===== src/rtl/cdb_pkg.sv =====
`timescale 1ns/1ps
package cdb_pkg;
  typedef struct packed {
    logic pol;
    logic en;
    logic idle;
  } pin_cfg_t;

  // pin level from active-high raw state, pin config and drive enable
  function automatic logic pin_level(logic raw, pin_cfg_t cfg, logic moe);
    if (!moe)        return cfg.idle;
    else if (!cfg.en) return cfg.pol;
    else             return raw ^ cfg.pol;
  endfunction
endpackage


===== src/rtl/cdb_run_timer.sv =====
`timescale 1ns/1ps
module cdb_run_timer #(
  parameter int DT_W = 10
) (
  input  logic            clk_i,
  input  logic            rst_ni,
  input  logic            ref_i,
  output logic            ref_q_o,
  output logic [DT_W-1:0] run_o
);
  localparam logic [DT_W-1:0] RUN_MAX = '1;

  logic            ref_q;
  logic [DT_W-1:0] run_q;

  // run_q = samples since the last level change, saturating
  always_ff @(posedge clk_i or negedge rst_ni) begin
    if (!rst_ni) begin
      ref_q <= 1'b0;
      run_q <= '0;
    end else if (ref_i != ref_q) begin
      ref_q <= ref_i;
      run_q <= '0;
    end else if (run_q != RUN_MAX) begin
      run_q <= run_q + 1'b1;
    end
  end

  assign ref_q_o = ref_q;
  assign run_o   = run_q;
endmodule


===== src/rtl/cdb_dead_gate.sv =====
`timescale 1ns/1ps
module cdb_dead_gate #(
  parameter int DT_W = 10
) (
  input  logic            ref_q_i,
  input  logic [DT_W-1:0] run_i,
  input  logic [DT_W-1:0] dead_time_i,
  input  logic            insert_i,
  output logic            main_raw_o,
  output logic            comp_raw_o
);
  logic settled;

  // level held for more than dead_time samples, or no insertion
  assign settled    = (run_i >= dead_time_i) | ~insert_i;
  assign main_raw_o =  ref_q_i & settled;
  assign comp_raw_o = ~ref_q_i & settled;
endmodule


===== src/rtl/cdb_out_stage.sv =====
`timescale 1ns/1ps
module cdb_out_stage
  import cdb_pkg::*;
(
  input  logic     clk_i,
  input  logic     rst_ni,
  input  logic     raw_i,
  input  pin_cfg_t cfg_i,
  input  logic     moe_i,
  output logic     pin_o
);
  logic pin_q;

  always_ff @(posedge clk_i or negedge rst_ni) begin
    if (!rst_ni) pin_q <= 1'b0;
    else         pin_q <= pin_level(raw_i, cfg_i, moe_i);
  end

  assign pin_o = pin_q;
endmodule


===== src/rtl/cdb_deadband.sv =====
`timescale 1ns/1ps
module cdb_deadband
  import cdb_pkg::*;
#(
  parameter int N_CH = 2,
  parameter int DT_W = 10
) (
  input  logic                       clk_i,
  input  logic                       rst_ni,
  input  logic [N_CH-1:0]            ref_i,
  input  logic [N_CH-1:0][DT_W-1:0]  dead_time_i,
  input  logic [N_CH-1:0]            pol_main_i,
  input  logic [N_CH-1:0]            pol_comp_i,
  input  logic [N_CH-1:0]            en_main_i,
  input  logic [N_CH-1:0]            en_comp_i,
  input  logic                       moe_i,
  input  logic [N_CH-1:0]            idle_main_i,
  input  logic [N_CH-1:0]            idle_comp_i,
  output logic [N_CH-1:0]            main_o,
  output logic [N_CH-1:0]            comp_o
);
  for (genvar c = 0; c < N_CH; c++) begin : g_ch
    logic            ref_q;
    logic [DT_W-1:0] run;
    logic            main_raw, comp_raw;
    pin_cfg_t        cfg_main, cfg_comp;

    assign cfg_main = '{pol: pol_main_i[c], en: en_main_i[c], idle: idle_main_i[c]};
    assign cfg_comp = '{pol: pol_comp_i[c], en: en_comp_i[c], idle: idle_comp_i[c]};

    cdb_run_timer #(.DT_W(DT_W)) u_timer (
      .clk_i  (clk_i),
      .rst_ni (rst_ni),
      .ref_i  (ref_i[c]),
      .ref_q_o(ref_q),
      .run_o  (run)
    );

    cdb_dead_gate #(.DT_W(DT_W)) u_gate (
      .ref_q_i    (ref_q),
      .run_i      (run),
      .dead_time_i(dead_time_i[c]),
      .insert_i   (en_main_i[c] & en_comp_i[c]),
      .main_raw_o (main_raw),
      .comp_raw_o (comp_raw)
    );

    cdb_out_stage u_main (
      .clk_i (clk_i),
      .rst_ni(rst_ni),
      .raw_i (main_raw),
      .cfg_i (cfg_main),
      .moe_i (moe_i),
      .pin_o (main_o[c])
    );

    cdb_out_stage u_comp (
      .clk_i (clk_i),
      .rst_ni(rst_ni),
      .raw_i (comp_raw),
      .cfg_i (cfg_comp),
      .moe_i (moe_i),
      .pin_o (comp_o[c])
    );
  end
endmodule



===== config.mk =====
export PLATFORM = sky130hd
export DESIGN_NAME = cdb_deadband
export DESIGN_NICKNAME = d
export VERILOG_FILES = /design/src/rtl/cdb_pkg.sv /design/src/rtl/cdb_run_timer.sv /design/src/rtl/cdb_dead_gate.sv /design/src/rtl/cdb_out_stage.sv /design/src/rtl/cdb_deadband.sv
export SDC_FILE = /design/constraint.sdc
export NUM_CORES = 1
export LEC_CHECK = 0
export BUFFER_PORTS_ARGS = -buffer_cell sky130_fd_sc_hd__buf_2
export CELL_PAD_IN_SITES_DETAIL_PLACEMENT = 0
export CELL_PAD_IN_SITES_GLOBAL_PLACEMENT = 1
export CORE_MARGIN = 2
export CORE_UTILIZATION = 41
export CTS_CLUSTER_DIAMETER = 100
export DETAILED_ROUTE_END_ITERATION = 10
export PLACE_DENSITY_LB_ADDON = 0.1
export SYNTH_ARGS = -nofsm -noshare
export SYNTH_HDL_FRONTEND = slang
export SYNTH_SLANG_ARGS = --single-unit

===== constraint.sdc =====
create_clock -name clk_i -period 2.05 [get_ports clk_i]
set_input_delay 0.1025 -clock clk_i [delete_from_list [all_inputs] [get_ports clk_i]]
set_output_delay 0.1025 -clock clk_i [all_outputs]
set_load 0.02 [all_outputs]

==> results of run 1 <==
cell usage after synthesis (all sizes together):
| library cell | count |
|---|---|
| nor3b | 5 |
| nand4 | 14 |
| a31oi | 6 |
| nand3 | 11 |
| inv | 23 |
| a41oi | 2 |
| and3 | 5 |
| nand2 | 6 |
| a311oi | 3 |
| ha | 22 |
| or3 | 4 |
| o21ai | 7 |
| nand2b | 4 |
| nor2 | 19 |
| a211oi | 6 |
| and2 | 2 |
| and4 | 2 |
| clkbuf | 3 |
| nor3 | 5 |
| a21oi | 4 |
| mux2i | 2 |
| xnor2 | 2 |
| buf | 6 |
| nor2b | 7 |
| dfrtp | 26 |
| nand3b | 2 |
| xor2 | 12 |
cell families after synthesis:
logic type / count (synthesis) / share of synthesized area [%]
and+or+nand+nor: 86 / 26.2
buffers and inverters: 32 / 7.54
adders and majority gates: 22 / 14.4
muxes: 2 / 1.05
xor gates and xnor gates: 14 / 6.42
DFF: 26 / 34.1
AOI/OAI and AO/OA: 28 / 10.3
cell type report:
class	instances	area, um^2
Inverter	23	86.3
Tap cell	52	65.1
Multi-Input combinational cell	152	1110
Fill cell	430	2200
Clock buffer	3	41.3
Timing Repair Buffer	46	253
Sequential cell	26	651
layer usage:
metal / wire length, um / part of all wire [%]
met3: 211 / 5.5
met2: 1600 / 42
met5: 0 / 0
met1: 1940 / 51
met4: 54 / 1.4
worst paths after layout:
| path | end | cells past startpoint | slack (ps) | from |
|---|---|---|---|---|
| setup / recovery | g_ch[1].u_main.pin_o | 6 | 270 | g_ch[1].u_timer.run_o[4] |
| hold / removal | g_ch[0].u_comp.pin_o | 3 | 100 | pol_comp_i[0] |
| setup reg to reg | g_ch[1].u_main.pin_o | 6 | 270 | g_ch[1].u_timer.run_o[4] |
| hold reg to reg | g_ch[0].u_timer.run_o[6] | 2 | 580 | g_ch[0].u_timer.run_o[6] |
| max in group asynchronous | g_ch[1].u_timer.run_o[2] | 2 | 1280 | rst_ni |
| min in group asynchronous | g_ch[1].u_comp.pin_o | 2 | 360 | rst_ni |
worst max-delay path: cells and delay by family, from the launching register on:
kind / cells / cell delay, ps
AND/OR/NAND/NOR: 2 / 460
flip-flops: 1 / 450
AO/OA/AOI/OAI: 3 / 420
adder cells (fa/ha/maj): 1 / 330
power breakdown:
| group | switching, uW | leakage [uW] | internal [uW] | total [uW] |
|---|---|---|---|---|
| Clock | 172 | 0.0000216 | 132 | 304 |
| Combinational | 118 | 0.000779 | 104 | 222 |
| Sequential | 29.4 | 0.000345 | 541 | 570 |
| Total | 320 | 0.00115 | 777 | 1100 |
timing repair:
item	in CTS	in global routing
setup endpoints to repair	0	0
hold buffers	3	0
hold endpoints to repair	28	0
state kept, by name, indices dropped and copies added, names as in the netlist:
name	flops
g_ch.u_timer.run_o	20
g_ch.u_timer.ref_q_o	2
g_ch.u_comp.pin_o	2
g_ch.u_main.pin_o	2
metrics by stage:
step	cell area, um^2	hold slack (ps)	util [%]	cells
5_1_grt	2210	116	50.1	302
3_5_place_dp	2140	154	48.5	296
3_3_place_gp	2140	153	48.5	296
4_1_cts	2210	102	50.1	302
2_1_floorplan	1910	-193	-	210
6_report	2210	102	50.1	302
placed cells by master, fill, tap and decap left out:
cell type / count
a311oi_1: 3
xor2_1: 12
a211oi_1: 6
and4_1: 2
nand3_1: 11
buf_4: 3
xnor2_1: 2
nand2b_1: 4
buf_2: 40
nand4_1: 12
nand2_1: 6
o21ai_0: 7
ha_1: 22
nor2b_1: 7
nand4_4: 2
a31oi_4: 1
and2_1: 1
dlygate4sd3_1: 3
or3_1: 4
dfrtp_1: 26
nand3b_1: 2
a21oi_1: 4
and2_2: 1
a41oi_1: 2
nor2_1: 19
a31oi_1: 5
nor3_1: 5
mux2i_1: 2
nor3b_1: 5
inv_1: 23
clkbuf_8: 3
and3_1: 5
==> impl_metrics.toml, run 1 <==
[critical_path]
cp-end-kind = "register"
worstPathRequired_ps = 2210
cpMaxStageDelayCell = "dfrtp_1"
crit_arrival_ps = 1940
slowest_delay_ps = 450
crit_path_start_kind = "register"
crit_chain = "ha_1, a21oi_1, a211oi_1, or3_1, o21ai_0, nand3_1"
worst-setup-path-type = "reg2reg"
path_max_fanout = 6

[power]
power_uw = 1100
pwr_density_cell_nw_per_um2 = 496
irDropWorstVdd_mv = 0.245
p_leak_uw = 0.00115

[cts]
cts_resized = 0
htreeDepth = 1
cts.clk_slew.worst_paths_ps = 90
clock-root-buffer = "clkbuf_8"
clk_latency_ps = 280
tritoncts = "done"
clock-sinks = 26
post_cts_buffers = 0
clk_path_buf_depth = 2
cts_buffers = 3

[route]
drt_iter0_drc = 41
drc_errors = 0
ant_nets = 0
post_drt_wl_per_cell_um = 12.6
dr.pass1.iters = 4
wl_um = 3810
viasPerCell = 5.18
vias = 1563

[sta]
fin_skew_ps = 1.58
max_freq_mhz = 562
setup_violations = 0
finalCritPeriodShare_pct = 86.8
rsz0062_at_grt = "no"
drv_slew = 0
slew_headroom_pct = 58.9
period_needed_ps = 1780
setup_tns_ps = 0
hold_violations = 0
layout_setup_ws_ps = 271
tightest_slew_ps = 617

[synth]
yosys_warnings = 0
yosysTopAreaCellShare_pct = 34.1
netlist_area_um2 = 1910
avgSynthCellArea_um2 = 9.09
syn_nets = 269
synth_top_cell_by_area = "dfrtp_1"
yosysUniqueCellTypes = 32
yosys-top-cells-area = "dfrtp_1 34%, ha_1 14%, xor2_1 5.5%"
ys_seq_elements = 26
syn_inst = 210
ys_seq_area_share_pct = 34.1

[grt]
grt_busiest_layer = "met2"
grt_pass1_wl_um = 6910
grt_antenna_before_repair = 0
grt_max_degree = 27
grt_pass1_vias = 1612
grt_use_met2_pct = 26.1
grt-ovfl-total = 0
track_usage_pct = 16.4
grtUsageMet1_pct = 22.8
grtUsageMet3_pct = 2.64

[die]
ios = 41
core_area_um2 = 4410
die_height_um = 72.2
start_util_pct = 43.3
std_cell_rows = 24
dieArea_um2 = 5220
die_w_um = 72.2

[cells_and_area]
drive_gt1_share_pct = 20.0
n_antenna_cell = 0
nNetsFinal = 311
area_growth_pct = 15.8

[run]
maxCapViolCount = 0

[run_status]
status = "completed"

[min_path]
min_path_type = "in2reg"

[placement]
dp_slack_ps = 285
place_hpwl_um = 2960
gp_congestion = 0.796
port_buffers = 40
Note: power is estimated with default switching activity, not from simulation.
==> run 2, diff against run 1 <==
--- a/config.mk
+++ b/config.mk
@@ -15,4 +15,5 @@
 export PLACE_DENSITY_LB_ADDON = 0.1
 export SYNTH_ARGS = -nofsm -noshare
 export SYNTH_HDL_FRONTEND = slang
+export SYNTH_HIERARCHICAL = 1
 export SYNTH_SLANG_ARGS = --single-unit
==> impl_metrics.toml, run 2 <==
[power]
pwr_density_cell_nw_per_um2 = 552
irDropWorstVdd_mv = 0.389
p_leak_uw = 0.00116

[placement]
dpl_cell_area_um2 = 2140
place_hpwl_um = 3340
port_buffers = 40
gp_congestion = 0.807

[cts]
cts_resized = 0
postCtsHoldBufs = 3
clk_path_buf_depth = 2
post_cts_buffers = 0
cts.clk_slew.worst_paths_ps = 90
cts_buffers = 3
clock-root-buffer = "clkbuf_8"
htreeDepth = 1
clk_latency_ps = 270
tritoncts = "done"
clock-sinks = 26

[grt]
grt_pass1_vias = 1747
track_usage_pct = 18.3
grt-ovfl-total = 0
grt_antenna_before_repair = 0
grt_max_degree = 27
grt_pass1_wl_um = 7490

[sta]
hold_violations = 0
fin_skew_ps = 1.28
rsz0062_at_grt = "no"
slew_headroom_pct = 60.7
setup_violations = 0
max_freq_mhz = 551
timing.hold.ws_ps = 86.1
drv_slew = 0
tightest_slew_ps = 590
period_needed_ps = 1810
finalCritPeriodShare_pct = 88.5
setup_tns_ps = 0

[route]
post_drt_wl_per_cell_um = 14.3
wl_um = 4240
viasPerCell = 5.62
drt_iter0_drc = 47
ant_nets = 0
drc_errors = 0
vias = 1664
dr.pass1.iters = 4

[synth]
syn_inst = 196
async_flop_share_pct = 100
yosys_warnings = 6
ys_seq_elements = 26
ys_seq_area_share_pct = 34.9
netlist_area_um2 = 1860
yosysMostFrequentCell = "dfrtp_1"
syn_nets = 255
avgSynthCellArea_um2 = 9.50
yosysUniqueCellTypes = 36
yosys-top-cells-area = "dfrtp_1 35%, ha_1 15%, inv_1 4.0%"
ys.flop_type = "dfrtp_1"
synth_enable_flop_cells = 0
synth_top_cell_by_area = "dfrtp_1"
synth_common_cells = "26 x dfrtp_1, 22 x ha_1, 20 x inv_1"
yosysTopAreaCellShare_pct = 34.9

[critical_path]
path_max_fanout = 5
worstPathRequired_ps = 2250
cp-end-kind = "register"
ff2ff_setup_slack_ps = 240
worst-setup-path-type = "reg2reg"
crit_arrival_ps = 2010
crit_path_start_kind = "register"

[cells_and_area]
fin_area_um2 = 2240
largest_reg_flops = 20
final_common_cell = "buf_2"
nNetsFinal = 304
n_antenna_cell = 0
area_growth_pct = 20.5
final_cell_mix = "40 x buf_2, 26 x dfrtp_1, 22 x ha_1, 20 x inv_1, 12 x a21oi_1"
drive_gt1_share_pct = 25.0
fillers = 405

[run]
maxCapViolCount = 0

[die]
die_height_um = 71.4
dieArea_um2 = 5100
die_w_um = 71.4
ios = 41
start_util_pct = 42.8
std_cell_rows = 24
core_area_um2 = 4350

[run_status]
status = "completed"

[min_path]
min_path_type = "in2reg"
-- run 2: per-stage QoR --
stage	worst slack (ps)	std cells	total power, uW	utilization (%)
3_3_place_gp	310	289	806	49.2
3_5_place_dp	250	289	816	49.2
2_1_floorplan	414	196	717	-
6_report	235	296	1240	51.5
4_1_cts	216	296	1250	51.5
5_1_grt	93.6	296	1320	51.5
-- run 2: area by class of cell --
type	instances	area, um^2	area share [%]
Inverter	20	75.1	3.35
Clock inverter	1	30.0	1.34
Clock buffer	3	41.3	1.84
Sequential cell	26	651	29.0
Tap cell	52	65.1	2.90
Multi-Input combinational cell	148	1130	50.3
Timing Repair Buffer	46	253	11.3
-- run 2: cells by family (layout without fill, tap and decap cells) --
kind of cell / Yosys count / in the layout / share of synthesized area, %
AO/OA/AOI/OAI: 60 / 60 / 22.5
AND/OR/NAND/NOR: 58 / 58 / 19.6
flip-flops: 26 / 26 / 34.9
adder cells (fa/ha/maj): 22 / 22 / 14.8
buffers and inverters: 22 / 70 / 4.44
XOR/XNOR: 8 / 8 / 3.76
-- run 2: path summary, 6_finish.rpt --
check | start | endpoint | depth (start not counted)
setup / recovery | g_ch[0].u_timer/run_o[7] | g_ch[0].u_comp/pin_o | 7
hold / removal | idle_comp_i[1] | g_ch[1].u_comp/pin_o | 3
setup reg to reg | g_ch[0].u_timer/run_o[7] | g_ch[0].u_comp/pin_o | 7
hold reg to reg | g_ch[1].u_timer/run_o[1] | g_ch[1].u_timer/run_o[1] | 2
max in group asynchronous | rst_ni | g_ch[0].u_timer/run_o[1] | 2
min in group asynchronous | rst_ni | g_ch[0].u_timer/run_o[6] | 2
-- run 2: per-layer routing --
layer / global-route usage, % / vias to the layer above / part of all wire (%)
met1: 23.2 / 791 / 45
met3: 2.81 / 5 / 4.6
li1: - / 835 / -
met5: 0 / - / 0
met2: 32.4 / 33 / 49
met4: 4.82 / 0 / 0.87
-- run 2: critical path: stages (launching register included) --
cell and delay (ps):
dfrtp_1 450, ha_1 330, a211oi_2 190, o21ai_1 90
a31oi_1 220, a21oi_1 130, a21bo_1 170, a31oi_1 160
-- run 2: report_power, final --
group	total (uW)	switching, uW	internal, uW
logic	237	119	117
registers	572	32.5	540
clock network	429	168	261
total	1240	320	919
